<file path="config.mk">
export PLATFORM = sky130hd
export DESIGN_NAME = const_accum_decoder
export DESIGN_NICKNAME = d
export VERILOG_FILES = /design/src/rtl/const_accum_decoder.sv
export SDC_FILE = /design/constraint.sdc
export NUM_CORES = 1
export LEC_CHECK = 0
export BUFFER_PORTS_ARGS = -buffer_cell sky130_fd_sc_hd__buf_4
export CAP_MARGIN = 20
export CORE_UTILIZATION = 49
export CTS_BUF_LIST = sky130_fd_sc_hd__clkbuf_4 sky130_fd_sc_hd__clkbuf_8 sky130_fd_sc_hd__clkbuf_16
export DETAILED_ROUTE_END_ITERATION = 10
export PLACE_DENSITY = 0.75
export SLEW_MARGIN = 20
export SYNTH_ARGS = -nofsm -noshare
export SYNTH_HDL_FRONTEND = slang
export SYNTH_SLANG_ARGS = --single-unit
</file>
<file path="constraint.sdc">
create_clock -name clk -period 3.4 [get_ports clk]
set_input_delay 0.17 -clock clk [delete_from_list [all_inputs] [get_ports clk]]
set_output_delay 0.17 -clock clk [all_outputs]
set_load 0.005 [all_outputs]
</file>
<file path="src/rtl/const_accum_decoder.sv">
module const_accum_decoder #(
  parameter logic [7:0] OPCODE = 8'hC5,
  parameter int DATA_W = 64,
  parameter int IMM_W  = 16,
  parameter int IDX_W  = 6
) (
  input  logic              clk,
  input  logic              rst_n,
  input  logic              insn_valid,
  input  logic [31:0]       insn,
  output logic              wr_en,
  output logic [IDX_W-1:0]  wr_idx,
  output logic [DATA_W-1:0] wr_data,
  output logic              fwd_valid,
  output logic [DATA_W-1:0] fwd_data
);
  localparam int IMM_LO = IDX_W;
  localparam int S_BIT  = IMM_LO + IMM_W;
  localparam int P_BIT  = S_BIT + 1;
  localparam int OP_LO  = P_BIT + 1;

  logic [DATA_W-1:0] acc, acc_nx;
  logic              hit, is_p, s_bit, do_wr;
  logic [IMM_W-1:0]  imm;
  logic [IDX_W-1:0]  dst;

  assign hit   = insn_valid && (insn[OP_LO+7:OP_LO] == OPCODE);
  assign is_p  = insn[P_BIT];
  assign s_bit = insn[S_BIT];
  assign imm   = insn[S_BIT-1:IMM_LO];
  assign dst   = insn[IDX_W-1:0];
  assign do_wr = hit && (dst != '0);

  assign acc_nx = is_p ? {acc[DATA_W-IMM_W-1:0], imm}
                       : {{(DATA_W-IMM_W-1){s_bit}}, s_bit, imm};

  always_ff @(posedge clk) begin
    if (!rst_n)   acc <= '0;
    else if (hit) acc <= acc_nx;
  end

  always_ff @(posedge clk) begin
    if (!rst_n) begin
      wr_en   <= 1'b0;
      wr_idx  <= '0;
      wr_data <= '0;
    end else begin
      wr_en   <= do_wr;
      wr_idx  <= do_wr ? dst : '0;
      wr_data <= do_wr ? acc_nx : '0;
    end
  end

  always_ff @(posedge clk) begin
    if (!rst_n) begin
      fwd_valid <= 1'b0;
      fwd_data  <= '0;
    end else begin
      fwd_valid <= do_wr;
      fwd_data  <= do_wr ? acc_nx : '0;
    end
  end


  wr_pulse_chk: assert property (@(posedge clk) disable iff (!rst_n)
    (hit && dst != '0) |=> (wr_en && wr_idx == $past(dst)));

  r0_silent_chk: assert property (@(posedge clk) disable iff (!rst_n)
    (hit && dst == '0) |=> !wr_en);

  idle_out_chk: assert property (@(posedge clk) disable iff (!rst_n)
    !hit |=> (!wr_en && wr_data == '0));

  acc_hold_chk: assert property (@(posedge clk) disable iff (!rst_n)
    !hit |=> $stable(acc));

  partial_low_chk: assert property (@(posedge clk) disable iff (!rst_n)
    (hit && is_p) |=> acc[IMM_W-1:0] == $past(imm));

  full_sign_chk: assert property (@(posedge clk) disable iff (!rst_n)
    (hit && !is_p) |=> acc[DATA_W-1] == $past(s_bit));

  fwd_match_chk: assert property (@(posedge clk) disable iff (!rst_n)
    (fwd_valid == wr_en) && (fwd_data == wr_data));
endmodule

</file>
==> flow_summary_export.csv, run 1 <==
group,metric,value,unit
timing,hold_ws,0.0575,ns
cells_and_area,mostFrequentLayoutCells,"buf_4 (174), dfxtp_1 (119), nand2_1 (64)",
place,place_hpwl,6710,µm
setup_path,worstPathArrival,2.48,ns
detailed_routing,drt-initial-drc-count,183,
cells_and_area,nNetsFinal,681,
timing,hold_violations,0,
grt,grt_pass1_wl,16900,µm
cells_and_area,num_antenna_cells,0,
grt,grt_pass1_vias,3554,
power_and_ir_drop,internal_power,2.54,mW
run,maxCapViolCount,0,
power_and_ir_drop,p_sw_frac,0.207,
setup_path,start_kind,"input pin",
setup_path,slowest_stage,"o211ai_4",
grt,grt_max_degree,81,
power_and_ir_drop,p_switching,664,µW
cells_and_area,fin_util,0.684,
timing,fmax,471,MHz
power_and_ir_drop,seqPwrFrac,0.435,
grt,grt.total_usage,0.214,
synth,synthCells,539,
place,gp_congestion,0.749,
timing,setup_viol,0,
hold_path,hold_class,"in -> reg",
timing,rsz0062_at_grt,"false",
detailed_routing,drtPass1Iterations,5,
synth,yosys_warnings,0,
timing,tightest_slew,0.904,ns
power_and_ir_drop,pwr-share-comb,0.044,
power_and_ir_drop,powerDensity,498,nW/µm²
cells_and_area,mostFrequentLayoutCell,"buf_4",
cells_and_area,multi_input_comb_area,1780,µm²
run_status,status,"complete, no violations",
detailed_routing,routed_wl,10500,µm
clock_tree,htreeDepth,4,
setup_path,endpoint_kind,"register",
die,core-area,9420,µm²
clock_tree,cts.path.max_buffers,2,
timing,fin_skew,0.00604,ns
timing,setup_tns,0,ns
setup_path,worstPathRequired,3.75,ns
grt,met3_usage,0.0587,
place,port_buffers,170,
die,fp.dieW,101,µm
clock_tree,cts_tree,"done",
die,rows,35,
timing,min_period,2.12,ns
power_and_ir_drop,cellLeakagePower,3.06,nW
cells_and_area,drive_above_1_share,0.324,
grt,use_met2,0.358,
power_and_ir_drop,max-vdd-ir-drop,0.312,mV
setup_path,crit_family,"buffers and inverters",
clock_tree,cts-buffers-inserted,17,
detailed_routing,ant_nets,0,
detailed_routing,routedWlPerCell,13.4,µm
timing,final.setup.worst_slack,1.28,ns
die,die_area,10300,µm²
grt,antenna_found_initial,0,
synth,synth_area,4830,µm²
setup_path,cp_max_fo,26,
die,ios,171,
place,place_ws,1.24,ns
clock_tree,cts.sinks,119,
timing,fin_crit_sh,0.624,
setup_path,cpPeakStageDelay,0.59,ns
die,initial_core_util,0.513,
cells_and_area,syn2layout_area_growth,33.3,%
clock_tree,clkTransAtPathRegs,0.05,ns
power_and_ir_drop,p_clk_frac,0.521,
synth,synth_nets,574,
grt,met1_usage,0.255,
detailed_routing,viasPerCell,4.83,
cells_and_area,seqCellArea,2380,µm²
clock_tree,clock_latency,0.52,ns
setup_path,cpMostUsedCell,"buf_4",
synth,ys_ff_latch,119,
setup_path,crit_chain,"dlygate4sd3_1 -> buf_4 -> or4_4 -> o211ai_4 -> buf_4 -> nor3_1",
setup_path,r2r_setup_slack,2.44,ns
timing,slew_viol_final,0,
cells_and_area,nFillCells,739,
clock_tree,cts_root_buf,"clkbuf_8",
die,fp.dieH,101,µm
detailed_routing,drc,0,
setup_path,worst-setup-path-type,"in -> reg",
synth,yosysSeqAreaShare,0.493,
detailed_routing,vias,3800,
setup_path,critPathBufInv,3,
synth,synth.avg_cell_area,8.96,µm²
timing,relSlewSlack,0.395,
synth,synth_cell_types,21,
grt,grt_busiest_layer,"met2",
grt,gr-total-overflow,0,
[state kept, by name, indices dropped and copies added, names as in the netlist]
register / count
acc: 48
fwd_valid: 1
wr_idx: 6
fwd_data: 64
[worst min-delay path, stage by stage]
cell     delay (ns)
buf_4          0.20
nand2_1        0.09
mux2i_1        0.05
[metrics by stage]
| step | area, µm² | instances | power, mW |
|---|---|---|---|
| CTS | 6440 | 787 | 3.23 |
| global route | 6440 | 787 | 3.32 |
| finish | 6440 | 787 | 3.21 |
| detailed placement | 5660 | 734 | 1.54 |
| global placement | 5660 | 734 | 1.54 |
| floorplan | 4830 | 539 | 1.50 |
[synth_stat cells]
| cell type | instances | area share |
|---|---|---|
| clkbuf_1 | 30 | 0.023 |
| a21oi_1 | 16 | 0.017 |
| nand2_1 | 65 | 0.051 |
| mux2i_1 | 48 | 0.099 |
| nor3_1 | 48 | 0.050 |
| inv_1 | 6 | 0.0047 |
| and4bb_2 | 1 | 0.0026 |
| dfxtp_1 | 119 | 0.49 |
| o211ai_2 | 1 | 0.0026 |
| buf_2 | 10 | 0.010 |
| nor3b_1 | 17 | 0.026 |
| or2_2 | 1 | 0.0013 |
| nor2b_1 | 1 | 0.0013 |
| or4_4 | 1 | 0.0023 |
| and2_1 | 33 | 0.043 |
| nand4_1 | 1 | 0.0013 |
| buf_4 | 68 | 0.11 |
| nand3_1 | 1 | 0.0010 |
| o21ai_0 | 32 | 0.033 |
| nor2_1 | 39 | 0.030 |
| nor2_2 | 1 | 0.0013 |
[kinds of logic after synthesis]
| group | count (synthesis) | share of synthesized area |
|---|---|---|
| AO/OA/AOI/OAI | 49 | 0.0523 |
| flip-flops | 119 | 0.493 |
| multiplexers | 48 | 0.0995 |
| buffers and inverters | 114 | 0.144 |
| AND/OR/NAND/NOR | 209 | 0.211 |
[power by group through the flow]
stage	sequential, mW	clock, mW	combinational, mW
floorplan	1.43	0	0.0722
global placement	1.43	0	0.118
detailed placement	1.43	0	0.119
CTS	1.40	1.69	0.139
global route	1.40	1.76	0.156
finish	1.40	1.67	0.141
[layer usage]
layer / part of all wire / vias to the layer above / wire length, µm
met3: 0.066 / 13 / 696
li1: - / 1909 / -
met5: 0 / - / 0
met4: 0.016 / 0 / 167
met1: 0.43 / 1721 / 4540
met2: 0.49 / 157 / 5110
[repair_timing]
action / in CTS / in global routing
hold buffers: 22 / 0
hold endpoints to repair: 38 / 0
buffers inserted: 0 / 0
resized for setup: 0 / 0
[worst paths after layout]
kind | startpoint | end | depth (start not counted)
max | insn[1] | fwd_data[43] | 6
min | rst_n | acc[1] | 3
max reg2reg | acc[5] | fwd_data[21] | 3
min reg2reg | acc[0] | acc[0] | 2
[area by class of cell]
type	count	share of cell area
Multi-Input combinational cell	306	0.277
Sequential cell	119	0.370
Clock buffer	21	0.0710
Inverter	6	0.00350
Tap cell	129	0.0251
Timing Repair Buffer	196	0.237
Clock inverter	10	0.0161
Note: power is estimated with default switching activity, not from simulation.
==> run 2, diff against run 1 <==
Settings changed: CORE_UTILIZATION 49 to 45, PLACE_DENSITY 0.75 to 0.72.
Clock period 3.4 ns to 1.82 ns, I/O delays scaled along.
==> run 2 against run 1 <==
Compared with the run above: first-iteration DRC count decreased by 17%; routed wire length decreased by 0.25%; non-clock buffer count increased by 8; final area increased by 3.4%; hold slack got worse by 0.039 ns; final cell count increased by 2.0%; worst setup slack got worse by 0.95 ns; sequential cell count unchanged; count of clock-buffer cells in the layout decreased by 4.
==> flow_summary_export.csv, run 2 (synthesis gave the netlist of run 1 again) <==
group,metric,value,unit
grt,grt_pass1_wl,17300,µm
setup_path,worstPathRequired,2.21,ns
cells_and_area,top_regs,"fwd_data: 64 flops, acc: 48 flops, wr_idx: 6 flops",
power_and_ir_drop,internal_power,5.11,mW
power_and_ir_drop,p_clk_frac,0.554,
cells_and_area,drive_above_1_share,0.328,
cells_and_area,nNetsFinal,689,
grt,grt_max_degree,81,
hold_path,hold_class,"in -> reg",
run_status,status,"complete, no violations",
die,initial_core_util,0.466,
clock_tree,ctsHoldBuffers,25,
cells_and_area,largest_register_ffs,64,
clock_tree,post_cts_resized,0,
cells_and_area,finalInstanceArea,6660,µm²
detailed_routing,vias,3834,
clock_tree,post_cts.repair.setup_buffers,0,
place,place_ws,0.387,ns
place,gp_congestion,0.731,
detailed_routing,routedWlPerCell,13.1,µm
timing,relSlewSlack,0.762,
grt,grt_pass1_vias,3635,
setup_path,endpoint_kind,"register",
cells_and_area,syn2layout_area_growth,37.8,%
clock_tree,clock_latency,0.51,ns
power_and_ir_drop,cellLeakagePower,3.14,nW
timing,slew_viol_final,0,
timing,setup_tns,0,ns
cells_and_area,mostFrequentLayoutCells,"buf_4 (174), dfxtp_1 (119), nand2_1 (64)",
place,port_buffers,170,
grt,gr-total-overflow,0,
setup_path,worst-setup-path-type,"in -> reg",
power_and_ir_drop,p_switching,1.36,mW
timing,min_period,1.49,ns
grt,grt.total_usage,0.197,
place,placed_area,5760,µm²
timing,fin_crit_sh,0.821,
power_and_ir_drop,powerDensity,973,nW/µm²
die,die_area,11200,µm²
clock_tree,clkTransAtPathRegs,0.06,ns
timing,fin_skew,0.00849,ns
clock_tree,cts.sinks,119,
place,dp.cells,746,
place,place_hpwl,6580,µm
die,fp.dieH,106,µm
die,rows,37,
detailed_routing,ant_nets,0,
setup_path,cp_max_fo,49,
timing,fmax,670,MHz
setup_path,start_kind,"input pin",
clock_tree,htreeDepth,4,
detailed_routing,routed_wl,10500,µm
die,core-area,10400,µm²
timing,tightest_slew,0.357,ns
die,fp.dieW,106,µm
power_and_ir_drop,max-vdd-ir-drop,0.558,mV
clock_tree,cts-buffers-inserted,17,
clock_tree,cts_tree,"done",
die,ios,171,
power_and_ir_drop,pwr-share-comb,0.043,
cells_and_area,final_cells,803,
clock_tree,cts.path.max_buffers,2,
cells_and_area,top_register,"fwd_data",
clock_tree,cts_root_buf,"clkbuf_8",
grt,antenna_found_initial,0,
detailed_routing,drc,0,
cells_and_area,num_antenna_cells,0,
detailed_routing,viasPerCell,4.77,
setup_path,worstPathArrival,1.88,ns
cells_and_area,mostFrequentLayoutCell,"buf_4",
power_and_ir_drop,seqPwrFrac,0.403,
timing,final.setup.worst_slack,0.327,ns
timing,rsz0062_at_grt,"false",
power_and_ir_drop,p_sw_frac,0.211,
detailed_routing,drtPass1Iterations,4,
timing,setup_viol,0,
detailed_routing,drt-initial-drc-count,151,
run,maxCapViolCount,0,
timing,hold_violations,0,
==> run 2: cell types whose count changed in the layout (fill, tap and decap cells not counted), moves of 3 or more <==
cell           before  now
clkinvlp_4          0    3
bufinv_16           2    5
clkinv_2            7    2
buf_12              0    5
dlygate4sd3_1      22   25
==> run 2: critical path: stages <==
cell           delay [ns]
dlygate4sd3_1        0.55
buf_4                0.14
or4_4                0.56
o211ai_4             0.19
buf_12               0.25
nor3_1               0.08
==> run 2: final timing paths <==
path | to | depth (start not counted) | slack (ns) | startpoint
worst max register to register | acc[35] | 3 | 0.91 | acc[19]
worst min register to register | acc[24] | 2 | 0.45 | acc[24]
worst max-delay path | fwd_data[57] | 6 | 0.33 | insn[1]
worst min-delay path | acc[2] | 3 | 0.02 | rst_n
==> run 2: metrics by stage <==
stage / hold WS, ns / total power, mW / util
after CTS: 0.00407 / 6.51 / 0.642
after global placement: 0.317 / 2.90 / 0.556
after detailed placement: 0.324 / 2.90 / 0.556
after global routing: 0.0169 / 6.68 / 0.642
after floorplan: 0.203 / 2.80 / -
final: 0.0190 / 6.48 / 0.642
==> run 2: layout make-up <==
type / instances / area (µm²)
Clock buffer: 17 / 414
Sequential cell: 119 / 2380
Multi-Input combinational cell: 306 / 1780
Tap cell: 136 / 170
Clock inverter: 15 / 226
Fill cell: 845 / 3710
Timing Repair Buffer: 204 / 1660
Inverter: 6 / 22.5
==> run 2: per-layer routing <==
| layer | GRT usage | share of wire |
|---|---|---|
| met1 | 0.238 | 0.43 |
| met3 | 0.0711 | 0.064 |
| met2 | 0.318 | 0.49 |
| met4 | 0.0774 | 0.013 |
| met5 | 0 | 0 |
==> run 2: power groups by stage <==
| stage | combinational [mW] | clock (mW) | sequential [mW] |
|---|---|---|---|
| 2_1_floorplan | 0.135 | 0 | 2.66 |
| 3_3_place_gp | 0.233 | 0 | 2.66 |
| 3_5_place_dp | 0.234 | 0 | 2.66 |
| 4_1_cts | 0.277 | 3.63 | 2.61 |
| 5_1_grt | 0.309 | 3.76 | 2.61 |
| 6_report | 0.280 | 3.59 | 2.61 |
==> run 3, diff against run 2 <==
Settings changed: CORE_UTILIZATION 45 to 49, PLACE_DENSITY 0.72 to 0.75.
Clock period 1.82 ns to 1.4 ns, I/O delays scaled along.
==> run 3 against run 2 <==
Compared with the run above: global-route usage up 1.6 points; final cell count up 0.12%; clock power up 19%; sequential share of layout area down 0.65 points; non-clock buffer count up 8; sequential power up 30%; first-iteration DRC count up 5.3%; hold slack better by 0.011 ns; sequential cell count unchanged.
==> flow_summary_export.csv, run 3 (synthesis gave the netlist of run 1 again) <==
group,metric,value,unit
power_and_ir_drop,pwr-share-comb,0.048,
place,dp.cells,740,
setup_path,worstPathArrival,1.79,ns
cells_and_area,syn2layout_area_growth,40.3,%
clock_tree,htreeDepth,4,
setup_path,cp_max_fo,7,
timing,hold_ws,0.0296,ns
cells_and_area,nFillCells,671,
clock_tree,cts.path.max_buffers,2,
die,core-area,9420,µm²
cells_and_area,mostFrequentLayoutCell,"buf_4",
die,ios,171,
detailed_routing,routedWlPerCell,14.3,µm
cells_and_area,finalInstanceArea,6780,µm²
timing,tightest_slew,0.335,ns
setup_path,r2r_setup_slack,0.29,ns
detailed_routing,drtPass1Iterations,4,
detailed_routing,drc,0,
place,port_buffers,170,
cells_and_area,num_antenna_cells,0,
timing,fmax,716,MHz
timing,setup_tns,0,ns
setup_path,slowest_stage,"dlygate4sd3_1",
setup_path,crit_chain,"dlygate4sd3_1 -> buf_4 -> or4_4 -> o211ai_4 -> buf_12 -> clkbuf_16 -> nor3_1",
detailed_routing,routed_wl,11500,µm
clock_tree,cts.sinks,119,
grt,grt_pass1_wl,16900,µm
cells_and_area,drive_above_1_share,0.336,
detailed_routing,ant_nets,0,
cells_and_area,largest_register_ffs,64,
run,maxCapViolCount,0,
die,fp.dieW,101,µm
die,initial_core_util,0.513,
timing,fin_skew,0.00729,ns
setup_path,critPathBufInv,4,
detailed_routing,viasPerCell,4.93,
setup_path,start_kind,"input pin",
clock_tree,clkTransAtPathRegs,0.06,ns
hold_path,hold_class,"in -> reg",
cells_and_area,mostFrequentLayoutCells,"buf_4 (172), dfxtp_1 (119), nand2_1 (64)",
setup_path,cpPeakStageDelay,0.54,ns
place,placed_area,5790,µm²
place,place_ws,-0.00338,ns
grt,grt_max_degree,81,
timing,min_period,1.40,ns
power_and_ir_drop,p_clk_frac,0.531,
power_and_ir_drop,internal_power,6.29,mW
cells_and_area,top_regs,"fwd_data: 64 flops, acc: 48 flops, wr_idx: 6 flops",
cells_and_area,final_cells,804,
grt,grt_pass1_vias,3625,
power_and_ir_drop,p_sw_frac,0.219,
die,fp.dieH,101,µm
timing,setup_viol,0,
clock_tree,cts_tree,"done",
power_and_ir_drop,p_switching,1.76,mW
power_and_ir_drop,max-vdd-ir-drop,0.844,mV
grt,gr-total-overflow,0,
timing,relSlewSlack,0.777,
clock_tree,cts_root_buf,"clkbuf_8",
timing,slew_viol_final,0,
clock_tree,clock_latency,0.51,ns
detailed_routing,drt-initial-drc-count,159,
place,gp_congestion,0.787,
setup_path,endpoint_kind,"register",
grt,antenna_found_initial,0,
place,place_hpwl,6720,µm
grt,grt.total_usage,0.212,
power_and_ir_drop,cellLeakagePower,3.22,nW
power_and_ir_drop,powerDensity,1190,nW/µm²
die,rows,35,
timing,final.setup.worst_slack,0.00418,ns
timing,rsz0062_at_grt,"false",
clock_tree,cts-buffers-inserted,17,
cells_and_area,top_register,"fwd_data",
timing,fin_crit_sh,0.997,
die,die_area,10300,µm²
timing,hold_violations,0,
setup_path,crit_family,"buffers and inverters",
setup_path,worstPathRequired,1.79,ns
cells_and_area,nNetsFinal,697,
power_and_ir_drop,seqPwrFrac,0.421,
run_status,status,"complete, no violations",
detailed_routing,vias,3964,
setup_path,worst-setup-path-type,"in -> reg",
==> run 3: cell types whose count changed in the layout (fill, tap and decap cells not counted), sizes merged <==
cell,delta
clkinv,+3
clkbuf,+3
buf,+5
bufinv,-2
inv,-1
==> run 3: cell type report <==
cell class	instances	area (µm²)	share of cell area
multi-input combinational	306	1780	0.263
tap	129	161	0.0238
timing repair buffer	212	1830	0.271
clock inverter	15	180	0.0266
sequential	119	2380	0.351
clock buffer	17	414	0.0611
inverter	6	22.5	0.00332
==> run 3: power groups by stage <==
stage | clock network, mW | logic (mW) | registers, mW
2_1_floorplan | 0 | 0.175 | 3.46
3_3_place_gp | 0 | 0.310 | 3.46
3_5_place_dp | 0 | 0.312 | 3.46
4_1_cts | 4.31 | 0.365 | 3.39
5_1_grt | 4.50 | 0.416 | 3.39
6_report | 4.28 | 0.384 | 3.39
==> run 3: routing by layer <==
metal  up-vias  global-route usage  routed length [µm]
met4         0              0.0870                  89
met2       168               0.370                5950
li1       1951                   -                   -
met1      1838               0.243                4690
met3         7              0.0621                 801
met5         -                   0                   0
==> run 3: what timing repair did <==
action                                  4_1_cts  5_1_grt
endpoints found under the setup margin        0       28
resized for setup                             0        4
setup buffers                                 0        2
endpoints found under the hold margin        49        0
hold buffers                                 25        0
==> run 3: tightest hold or removal path, stage by stage <==
cell     delay, ns
buf_4         0.20
a21oi_1       0.17
nor3_1        0.05
==> run 3: final timing paths <==
path | cells past startpoint | from | to
max | 7 | insn[3] | fwd_data[53]
min | 3 | insn[23] | fwd_data[62]
max reg2reg | 3 | acc[15] | acc[15]
min reg2reg | 2 | acc[23] | acc[23]
==> run 3: per-stage QoR <==
stage	utilization	total power, mW
5_1_grt	0.720	8.30
6_report	0.720	8.06
3_3_place_gp	0.615	3.77
4_1_cts	0.704	8.07
2_1_floorplan	-	3.64
3_5_place_dp	0.615	3.78
